## src/rtl/led_pwm_pkg.sv

```systemverilog
package led_pwm_pkg;
  typedef enum logic [1:0] {
    CH_OFF = 2'b00,
    CH_ON  = 2'b01,
    CH_IND = 2'b10,
    CH_GRP = 2'b11
  } ch_mode_e;
endpackage

```

## src/rtl/led_fast_cnt.sv

```systemverilog
module led_fast_cnt #(
  parameter int DW = 8
) (
  input  logic          clk,
  input  logic          rst_n,
  input  logic          en,
  output logic [DW-1:0] cnt
);
  logic [DW-1:0] cnt_nx;

  always_comb begin
    cnt_nx = cnt;
    if (en) cnt_nx = cnt + 1'b1;
  end

  always_ff @(posedge clk or negedge rst_n) begin
    if (!rst_n) cnt <= '0;
    else        cnt <= cnt_nx;
  end
endmodule

```

## src/rtl/led_group_gen.sv

```systemverilog
module led_group_gen #(
  parameter int DW         = 8,
  parameter int DIM_SHIFT  = 9,
  parameter int BLINK_STEP = 1041667
) (
  input  logic          clk,
  input  logic          rst_n,
  input  logic          en,
  input  logic [DW-1:0] gdc,
  input  logic [DW-1:0] gfrq,
  input  logic          blink_sel,
  output logic          gate
);
  localparam int DCW = DW + DIM_SHIFT;
  localparam int BW  = $clog2((2**DW) * BLINK_STEP);
  localparam int PW  = BW + DW + 1;

  logic [DCW-1:0] dcnt, dcnt_nx;
  logic [BW-1:0]  bcnt, bcnt_nx;
  logic [PW-1:0]  period;
  logic           dim_on, blink_on;

  always_comb begin
    period  = (PW'(gfrq) + PW'(1)) * PW'(BLINK_STEP);
    dcnt_nx = dcnt;
    bcnt_nx = bcnt;
    if (en) begin
      dcnt_nx = dcnt + 1'b1;
      if (PW'(bcnt) + PW'(1) >= period) bcnt_nx = '0;
      else                              bcnt_nx = bcnt + 1'b1;
    end
    dim_on   = dcnt[DCW-1:DIM_SHIFT] < gdc;
    blink_on = (PW'(bcnt) << DW) < (PW'(gdc) * period);
    gate     = blink_sel ? blink_on : dim_on;
  end

  always_ff @(posedge clk or negedge rst_n) begin
    if (!rst_n) begin
      dcnt <= '0;
      bcnt <= '0;
    end else begin
      dcnt <= dcnt_nx;
      bcnt <= bcnt_nx;
    end
  end
endmodule

```

## src/rtl/led_chan_drv.sv

```systemverilog
module led_chan_drv
  import led_pwm_pkg::*;
#(
  parameter int DW = 8
) (
  input  logic          clk,
  input  logic          rst_n,
  input  logic          en,
  input  logic [DW-1:0] phase,
  input  logic [DW-1:0] duty,
  input  ch_mode_e      mode,
  input  logic          gate,
  output logic          led_n
);
  logic ind_on, on_nx;

  always_comb begin
    ind_on = phase < duty;
    on_nx  = 1'b0;
    if (en) begin
      case (mode)
        CH_ON:   on_nx = 1'b1;
        CH_IND:  on_nx = ind_on;
        CH_GRP:  on_nx = ind_on & gate;
        default: on_nx = 1'b0;
      endcase
    end
  end

  always_ff @(posedge clk or negedge rst_n) begin
    if (!rst_n) led_n <= 1'b1;
    else        led_n <= ~on_nx;
  end
endmodule

```

## src/rtl/led_pwm_ctrl.sv

```systemverilog
module led_pwm_ctrl
  import led_pwm_pkg::*;
#(
  parameter int NCH        = 8,
  parameter int DW         = 8,
  parameter int DIM_SHIFT  = 9,
  parameter int BLINK_STEP = 1041667
) (
  input  logic              clk,
  input  logic              rst_n,
  input  logic              sleep,
  input  logic [NCH*DW-1:0] duty_flat,
  input  logic [DW-1:0]     grp_duty,
  input  logic [DW-1:0]     grp_freq,
  input  logic              blink_sel,
  input  logic [NCH*2-1:0]  mode_flat,
  output logic [NCH-1:0]    led_n
);
  logic          rs1, rst_i;
  logic          awake;
  logic [DW-1:0] phase;
  logic          gate;

  always_ff @(posedge clk or negedge rst_n) begin
    if (!rst_n) begin
      rs1   <= 1'b0;
      rst_i <= 1'b0;
    end else begin
      rs1   <= 1'b1;
      rst_i <= rs1;
    end
  end

  assign awake = ~sleep;

  led_fast_cnt #(.DW(DW)) u_fast (
    .clk(clk), .rst_n(rst_i), .en(awake), .cnt(phase)
  );

  led_group_gen #(.DW(DW), .DIM_SHIFT(DIM_SHIFT), .BLINK_STEP(BLINK_STEP)) u_grp (
    .clk(clk), .rst_n(rst_i), .en(awake), .gdc(grp_duty), .gfrq(grp_freq),
    .blink_sel(blink_sel), .gate(gate)
  );

  for (genvar i = 0; i < NCH; i++) begin : g_ch
    led_chan_drv #(.DW(DW)) u_drv (
      .clk(clk), .rst_n(rst_i), .en(awake), .phase(phase),
      .duty(duty_flat[i*DW +: DW]), .mode(ch_mode_e'(mode_flat[2*i +: 2])),
      .gate(gate), .led_n(led_n[i])
    );
  end
endmodule

```

## config.mk

```make
export PLATFORM = sky130hd
export DESIGN_NAME = led_pwm_ctrl
export DESIGN_NICKNAME = d
export VERILOG_FILES = /design/src/rtl/led_pwm_pkg.sv /design/src/rtl/led_fast_cnt.sv /design/src/rtl/led_group_gen.sv /design/src/rtl/led_chan_drv.sv /design/src/rtl/led_pwm_ctrl.sv
export SDC_FILE = /design/constraint.sdc
export NUM_CORES = 1
export LEC_CHECK = 0
export ABC_AREA = 1
export BUFFER_PORTS_ARGS = -buffer_cell sky130_fd_sc_hd__buf_2
export CAP_MARGIN = 10
export CORE_MARGIN = 4
export CORE_UTILIZATION = 65
export CTS_CLUSTER_DIAMETER = 30
export CTS_CLUSTER_SIZE = 8
export DETAILED_ROUTE_END_ITERATION = 12
export PLACE_DENSITY = 0.94
export SLEW_MARGIN = 25
export SYNTH_ARGS = -nofsm -noshare
export SYNTH_HDL_FRONTEND = slang
export SYNTH_HIERARCHICAL = 1
export SYNTH_SLANG_ARGS = --single-unit
```

## constraint.sdc

```tcl
create_clock -name clk -period 5.2 [get_ports clk]
set_input_delay 0.52 -clock clk [delete_from_list [all_inputs] [get_ports clk]]
set_output_delay 0.52 -clock clk [all_outputs]
set_load 0.02 [all_outputs]
```

==> results of run 1 <==
==> metal layers <==
layer / GRT overflow / GRT usage (%)
met1: 3 / 73.79
met2: 197 / 90.72
met3: 7 / 63.64
met4: 124 / 74.56
met5: 0 / 31.48
==> metrics by stage <==
step | utilization (%) | instances
floorplan | - | 2178
global placement | 80.99 | 2896
detailed placement | 80.99 | 2896
CTS | 87.54 | 2950
==> cells in the mapped netlist, types with 7 or more instances <==
cell type,count
o21ai_0,45
xnor2_1,29
clkbuf_1,20
nand2_1,413
fa_1,197
dfstp_2,8
o21a_1,9
dfrtp_1,55
xor2_1,56
o21bai_1,10
a21o_1,7
nand3_1,41
nand4_1,15
nor2_1,259
o211ai_1,14
nor3_1,19
inv_1,476
nand2_2,8
a21oi_1,95
inv_2,11
nor2_2,10
nand3b_1,10
o21ai_1,8
ha_1,256
o22ai_1,22
==> what timing repair did <==
action,in CTS
hold buffers,1
cloned,3
hold endpoints to repair,2
pin swaps,105
gates resized for setup,215
endpoints found under the setup margin,36
setup buffers,34
==> kinds of logic after synthesis <==
| kind of cell | after synthesis |
|---|---|
| AOI/OAI and AO/OA | 242 |
| buffers and inverters | 517 |
| and+or+nand+nor | 808 |
| adders and majority gates | 453 |
| muxes | 2 |
| xor gates and xnor gates | 92 |
| DFF | 63 |
| other | 1 |
==> flow_summary.yaml, run 1 <==
clock_tree:
  numCtsBuffers: 9
  cts_buffer_depth: 2
  cts-root-buf: "clkbuf_16"
  cts.sinks: 63
  htreeDepth: 3
synth:
  synth_cell_types: 60
  synth_area_mm2: 0.01642
  ys_async_sr_fraction_pct: 100.0
  synth-xor-area-share_pct: 5.227
  avgSynthCellArea_um2: 7.540
  synthAdderAreaFrac_pct: 43.52
  muxShareOfSynthArea_pct: 0.1295
  yosys_most_used_dff: "dfrtp_1"
  yosysWarnings: 6
  synth_cells: 2178
  synth.area.top_cells: "fa_1, ha_1, inv_1"
  synth_top_family_by_area: "adder cells"
  yosys.area.top_type: "fa_1"
  synth_edf_count: 0
  seq_area_frac_synth_pct: 9.661
  synth_compound_area_share_pct: 8.998
  ys_ff_latch: 63
  synth_top_area_share_pct: 24.02
  synth_nets: 2731
  synth-simple-area-share_pct: 20.60
placed_design:
  place.gp.congestion: 1.038
  place_ws_ps: -5489
  port_buffers: 107
  dp_hpwl_um: 50090
  placed_area_mm2: 0.01993
floorplan:
  die_w_um: 167.0
  placementRows: 57
  ioPinCount: 108
  die_y_um: 167.0
  initial_utilization_pct: 66.74
global_route:
  grt_pass1_wl_um: 164000
  grt_usage_pct: 75.36
  grt_overflow: 331
  grt_pass1_vias: 25940
  grt_max_degree: 62
status:
  error_line: "[ERROR GRT-0116] Global routing finished with congestion. Check the congestion regions in the DRC Viewer."
  outcome: "aborted with a tool error"
  lastStage: "global routing"
==> inputs of run 2 (changes only) <==
--- a/config.mk
+++ b/config.mk
@@ -9,11 +9,9 @@
 export BUFFER_PORTS_ARGS = -buffer_cell sky130_fd_sc_hd__buf_2
 export CAP_MARGIN = 10
 export CORE_MARGIN = 4
-export CORE_UTILIZATION = 65
-export CTS_CLUSTER_DIAMETER = 30
-export CTS_CLUSTER_SIZE = 8
+export CORE_UTILIZATION = 40
 export DETAILED_ROUTE_END_ITERATION = 12
-export PLACE_DENSITY = 0.94
+export PLACE_DENSITY_LB_ADDON = 0.15
 export SLEW_MARGIN = 25
 export SYNTH_ARGS = -nofsm -noshare
 export SYNTH_HDL_FRONTEND = slang
==> run 2 against run 1 <==
The flow now finishes, with violations (negative setup slack); area after synthesis unchanged; synthesized cell count unchanged.
==> flow_summary.yaml, run 2 <==
timing:
  rsz0062_at_grt: "true"
  hold_viol_final: 0
  skew_ps: 10.51
  tightest_slew_ps: 835.4
  max_freq_mhz: 104.4
  min_period_over_period_pct: 184.3
  setup_viol: 36
  maxSlewViolCount: 0
  worst_slack_ps: -4381
  maxSlewHeadroom_pct: 44.31
  period_needed_ps: 9581
  whs_ps: 347.9
synth:
  avgSynthCellArea_um2: 7.540
  synth_most_common_cell: "inv_1"
  ys_top_cells_by_count: "inv_1, nand2_1, nor2_1"
  synth_cell_types: 60
  yosysWarnings: 6
  yosys_most_used_dff: "dfrtp_1"
  synth.area.top_cells: "fa_1, ha_1, inv_1"
  ys_ff_latch: 63
  synth_cells: 2178
  synth_edf_count: 0
  seq_area_frac_synth_pct: 9.661
  synth_area_mm2: 0.01642
  ys_async_sr_fraction_pct: 100.0
  synth_top_area_share_pct: 24.02
  yosys.area.top_type: "fa_1"
  synth_nets: 2731
placed_design:
  dp_hpwl_um: 41620
  placed_area_mm2: 0.02048
  dp_cells: 3135
  place.gp.congestion: 0.8920
  place_ws_ps: -5169
  port_buffers: 107
global_route:
  grt_overflow: 0
  grt_max_degree: 62
  antenna_found_initial: 0
  grt_pass1_wl_um: 80120
  grt_pass1_vias: 15780
  grt_usage_pct: 22.17
route:
  wl_per_cell_um: 15.37
  wirelength_um: 48940
  dr.pass1.iters: 5
  drt_iter0_drc: 700
  avgViaCountPerCell: 4.833
  num_vias: 15380
  drc: 0
  ant_nets: 0
setup_path:
  critPathSlowestCell: "fa_2"
  slowest_delay_ps: 540
  critPathKind: "in -> reg"
  critPathMaxFanout: 5
  cp.arrival_ps: 9830
  cp.required_ps: 5450
  startpoint_type: "input pin"
  crit_path_end_kind: "flip-flop"
job:
  maxCapViolations: 0
layout:
  largest_register_ff_count: 28
  drive_gt1_share_pct: 27.58
  fin_area_mm2: 0.02199
  layoutNonFillerInstCount: 3183
  mostFrequentLayoutCell: "inv_1"
  area_growth_pct: 33.89
  nets: 3206
  top_regs: "u_grp/bcnt x28, u_grp/dcnt x17"
  num_antenna_cells: 0
  final_cell_mix: "inv_1, nand2_1, buf_4"
  top_register: "u_grp/bcnt"
floorplan:
  die_w_um: 210.6
  die_area_mm2: 0.04436
  initial_utilization_pct: 40.86
  core_area_mm2: 0.04019
  placementRows: 73
  die_y_um: 210.6
  ioPinCount: 108
clock_tree:
  cts.clk_slew.worst_paths_ps: 60
  cts.sinks: 63
  htreeDepth: 3
  cts_buffer_depth: 2
  numCtsBuffers: 9
  worst_skew_pair.late_latency_ps: 330
  cts-root-buf: "clkbuf_16"
  cts_tree: "done"
hold_path:
  worstHoldPathType: "reg -> reg"
status:
  outcome: "complete, but fails checks"
  violations: "negative setup slack"
[run 2: cell counts after synthesis]
No cell type changed its count.
[run 2: logic make-up (layout without fill, tap and decap cells)]
group,Yosys count,in the layout,synth area share (%)
other,1,1,0.02284
xor gates and xnor gates,92,92,5.227
DFF,63,63,9.661
AOI/OAI and AO/OA,242,242,8.998
buffers and inverters,517,997,11.84
and+or+nand+nor,808,808,20.60
muxes,2,2,0.1295
adders and majority gates,453,453,43.52
[run 2: path summary, 6_finish.rpt]
| kind | from | endpoint | slack (ps) | depth (start not counted) |
|---|---|---|---|---|
| setup / recovery | grp_freq[1] | g_ch[4].u_drv/led_n | -4380 | 50 |
| hold / removal | rs1 | rst_i | 350 | 0 |
| setup reg to reg | u_grp/bcnt[0] | u_grp/bcnt[18] | 1260 | 22 |
| hold reg to reg | rs1 | rst_i | 350 | 0 |
| max in group asynchronous | rst_i | u_grp/dcnt[2] | 4210 | 1 |
| min in group asynchronous | rst_i | u_grp/bcnt[0] | 420 | 1 |
[run 2: stage by stage]
stage	setup TNS, ps	utilization [%]
6_report	-72490	54.71
5_1_grt	-84680	54.71
4_1_cts	-79530	53.78
3_5_place_dp	-97260	50.95
3_3_place_gp	-93840	50.95
2_1_floorplan	-66020	-
[run 2: area by class of cell]
| type | instances | area [um^2] |
|---|---|---|
| fill | 3876 | 18200 |
| multi-input combinational | 1598 | 13910 |
| timing repair buffer | 489 | 3642 |
| inverter | 492 | 1847 |
| sequential | 63 | 1588 |
| tap | 525 | 656.9 |
| clock buffer | 9 | 225.2 |
| clock inverter | 7 | 121.4 |
[run 2: critical path, delay by kind of cell]
family / cells / cell delay (ps)
AOI/OAI and AO/OA: 5 / 690
xor gates and xnor gates: 3 / 530
adders and majority gates: 12 / 5210
buffers and inverters: 9 / 780
and+or+nand+nor: 21 / 2100
[run 2: what timing repair did]
action	in CTS	in global routing
setup endpoints to repair	36	36
buffers inserted	23	9
endpoints found under the hold margin	2	0
pin swaps	84	62
resized for setup	114	66
hold buffers	1	0
cloned	2	0
[run 2: per-layer routing]
metal,up-vias,track usage [%],part of all wire [%]
met1,7470,32.33,47
met5,-,0,0
met2,211,37.13,48
met4,0,2.325,0.83
met3,22,2.317,3.4
li1,7679,-,-
Power of run 2 is left out: the tool's default activity adds up to more than one toggle a clock period on the data nets, which glitch-free logic cannot reach.
==> inputs of run 3 (changes only) <==
--- a/config.mk
+++ b/config.mk
@@ -5,12 +5,13 @@
 export SDC_FILE = /design/constraint.sdc
 export NUM_CORES = 1
 export LEC_CHECK = 0
-export ABC_AREA = 1
+export ABC_AREA = 0
 export BUFFER_PORTS_ARGS = -buffer_cell sky130_fd_sc_hd__buf_2
 export CAP_MARGIN = 10
 export CORE_MARGIN = 4
 export CORE_UTILIZATION = 40
 export DETAILED_ROUTE_END_ITERATION = 12
+export GPL_TIMING_DRIVEN = 0
 export PLACE_DENSITY_LB_ADDON = 0.15
 export SLEW_MARGIN = 25
 export SYNTH_ARGS = -nofsm -noshare
==> constraint.sdc (replaced) <==
create_clock -name clk -period 9.3 [get_ports clk]
set_input_delay 0.93 -clock clk [delete_from_list [all_inputs] [get_ports clk]]
set_output_delay 0.93 -clock clk [all_outputs]
set_load 0.02 [all_outputs]
==> run 3 against run 2 <==
The flow still finishes with violations (negative setup slack); critical path type unchanged; flip-flop and latch count unchanged; clock-buffer cell count is 2 higher; worst hold slack worse by 130 ps; worst setup slack improved by 2700 ps; via count fell by 13%; critical path depth is 1 higher; final area fell by 12%; global-route usage down 1.2 points; core utilization decreased by 5.7 points; register-to-register slack improved by 3600 ps.
==> flow_summary.yaml, run 3 <==
status:
  outcome: "complete, but fails checks"
  violations: "negative setup slack"
synth:
  ys_top_cells_by_count: "inv_1, ha_1, fa_1"
  seq_area_frac_synth_pct: 9.901
  ys_ff_latch: 63
  yosysWarnings: 6
  synth_cells: 1830
  yosys_most_used_dff: "dfrtp_1"
  synth_edf_count: 0
  synth_cell_types: 70
  synth_most_common_cell: "inv_1"
  ys_async_sr_fraction_pct: 100.0
  synth_area_mm2: 0.01602
  yosys.area.top_type: "fa_1"
  synth_top_area_share_pct: 24.61
  avgSynthCellArea_um2: 8.756
  synth_nets: 2383
  synth.area.top_cells: "fa_1, ha_1, dfrtp_1"
layout:
  fin_area_mm2: 0.01941
  num_antenna_cells: 0
  top_register: "u_grp/bcnt"
  top_regs: "u_grp/bcnt x28, u_grp/dcnt x17"
  n_fill_cell: 3875
  ff_latch_area_mm2: 0.001590
  largest_register_ff_count: 28
  layoutNonFillerInstCount: 2568
  nets: 2591
  area_growth_pct: 21.16
  multi_input_area_mm2: 0.01407
  mostFrequentLayoutCell: "inv_1"
  final_cell_mix: "inv_1, ha_1, fa_1"
  drive_gt1_share_pct: 20.02
timing:
  period_needed_ps: 10940
  min_period_over_period_pct: 117.7
  whs_ps: 219.7
  maxSlewViolCount: 0
  rsz0062_at_grt: "true"
  skew_ps: 10.78
  worst_slack_ps: -1645
  maxSlewHeadroom_pct: 32.84
  setup_viol: 8
  tightest_slew_ps: 1007
  hold_viol_final: 0
  max_freq_mhz: 91.37
route:
  avgViaCountPerCell: 5.204
  wl_per_cell_um: 17.71
  num_vias: 13360
  ant_nets: 0
  dr.pass1.iters: 5
  drc: 0
  wirelength_um: 45480
  drt_iter0_drc: 722
global_route:
  use_met2_pct: 36.56
  met3_usage_pct: 1.870
  grt_max_degree: 44
  top_usage_layer: "met2"
  grt_pass1_vias: 14120
  grt_pass1_wl_um: 74300
  antenna_found_initial: 0
  met1_usage_pct: 28.44
  grt_usage_pct: 20.94
  grt_overflow: 0
clock_tree:
  cts_buffer_depth: 2
  htreeDepth: 3
  cts.sinks: 63
  cts_tree: "done"
  numCtsBuffers: 9
  worst_skew_pair.late_latency_ps: 330
  hold_buffers: 0
  cts-root-buf: "clkbuf_16"
  cts.clk_slew.worst_paths_ps: 60
setup_path:
  r2r-start: "u_grp/bcnt[0]"
  critPathMaxFanout: 7
  rr_worst_depth: 14
  critPathSlowestCell: "fa_2"
  startpoint_type: "input pin"
  path_common_cell: "fa_1"
  cp.required_ps: 9510
  critPathKind: "in -> reg"
  regToRegEndpoint: "u_grp/bcnt[22]"
  r2r_slack_ps: 4900
  crit_path_end_kind: "flip-flop"
  slowest_delay_ps: 640
  cp.arrival_ps: 11160
hold_path:
  worstHoldPathType: "reg -> async"
placed_design:
  port_buffers: 106
  dp_hpwl_um: 36760
  placed_area_mm2: 0.01760
  place.gp.congestion: 0.8709
  dp_cells: 2462
floorplan:
  initial_utilization_pct: 40.42
  placementRows: 73
  die_w_um: 208.2
  core_area_mm2: 0.03964
  die_area_mm2: 0.04333
  ioPinCount: 108
  die_y_um: 208.2
job:
  maxCapViolations: 0
## run 3: cell types whose count changed in the layout (fill, tap and decap cells not counted), sizes merged, moves of 41 or more
cell / delta
and2: +57
nand2: -270
buf: -287
a21o: +41
nor2: -112
xnor2: +44
inv: -159
## run 3: layout make-up
type | instances | share of cell area [%]
multi-input cells | 1404 | 72.49
flip-flops and latches | 63 | 8.191
repair buffers | 197 | 7.289
inverters | 331 | 6.438
well taps | 525 | 3.383
clock buffers | 11 | 1.250
plain buffers | 32 | 0.7798
clock inverters | 5 | 0.1740
## run 3: metrics by stage
step                TNS [ps]  utilization [%]  setup slack (ps)
finish                -12840            48.98             -1645
global route          -15960            48.98             -2043
CTS                   -12530            48.22             -1622
detailed placement    -25330            44.41             -3211
global placement      -24030            44.33             -3038
floorplan              -8733                -             -1092
## run 3: layer usage
layer	wire [um]	up-vias	part of all wire (%)
met5	0	-	0
met4	783	0	1.7
met3	1813	47	4.0
met2	22310	277	49
met1	20570	6559	45
li1	-	6481	-
## run 3: how the worst max path moves through the flow
stage                 from             endpoint  slack (ps)  cells after the start
2_1_floorplan  grp_freq[1]  g_ch[0].u_drv/led_n       -1090                     47
3_3_place_gp   grp_freq[2]  g_ch[5].u_drv/led_n       -3040                     44
3_5_place_dp   grp_freq[2]  g_ch[0].u_drv/led_n       -3210                     46
4_1_cts        grp_freq[2]  g_ch[6].u_drv/led_n       -1620                     48
5_1_grt        grp_freq[3]  g_ch[6].u_drv/led_n       -2040                     47
6_report       grp_freq[2]  g_ch[0].u_drv/led_n       -1640                     51
## run 3: timing repair
action,in CTS,in global routing
pin swaps,38,21
resized for setup,109,35
buffers inserted,76,14
cloned,0,0
endpoints found under the setup margin,8,8
## run 3: worst max-delay path: cells and delay by family
kind,cells,cell delay [ps]
adders and majority gates,11,4910
xor gates and xnor gates,3,810
and+or+nand+nor,9,820
buffers and inverters,13,1270
AOI/OAI and AO/OA,15,2380
## run 3: kinds of logic after synthesis
group                    share of synthesized area [%]
multiplexers                                    0.4060
XOR/XNOR                                         6.356
AND/OR/NAND/NOR                                  16.37
AO/OA/AOI/OAI                                    13.81
flip-flops                                       9.901
adder cells (fa/ha/maj)                          44.60
buffers and inverters                            8.527
other                                          0.02340
Power of run 3 is left out for the same reason.
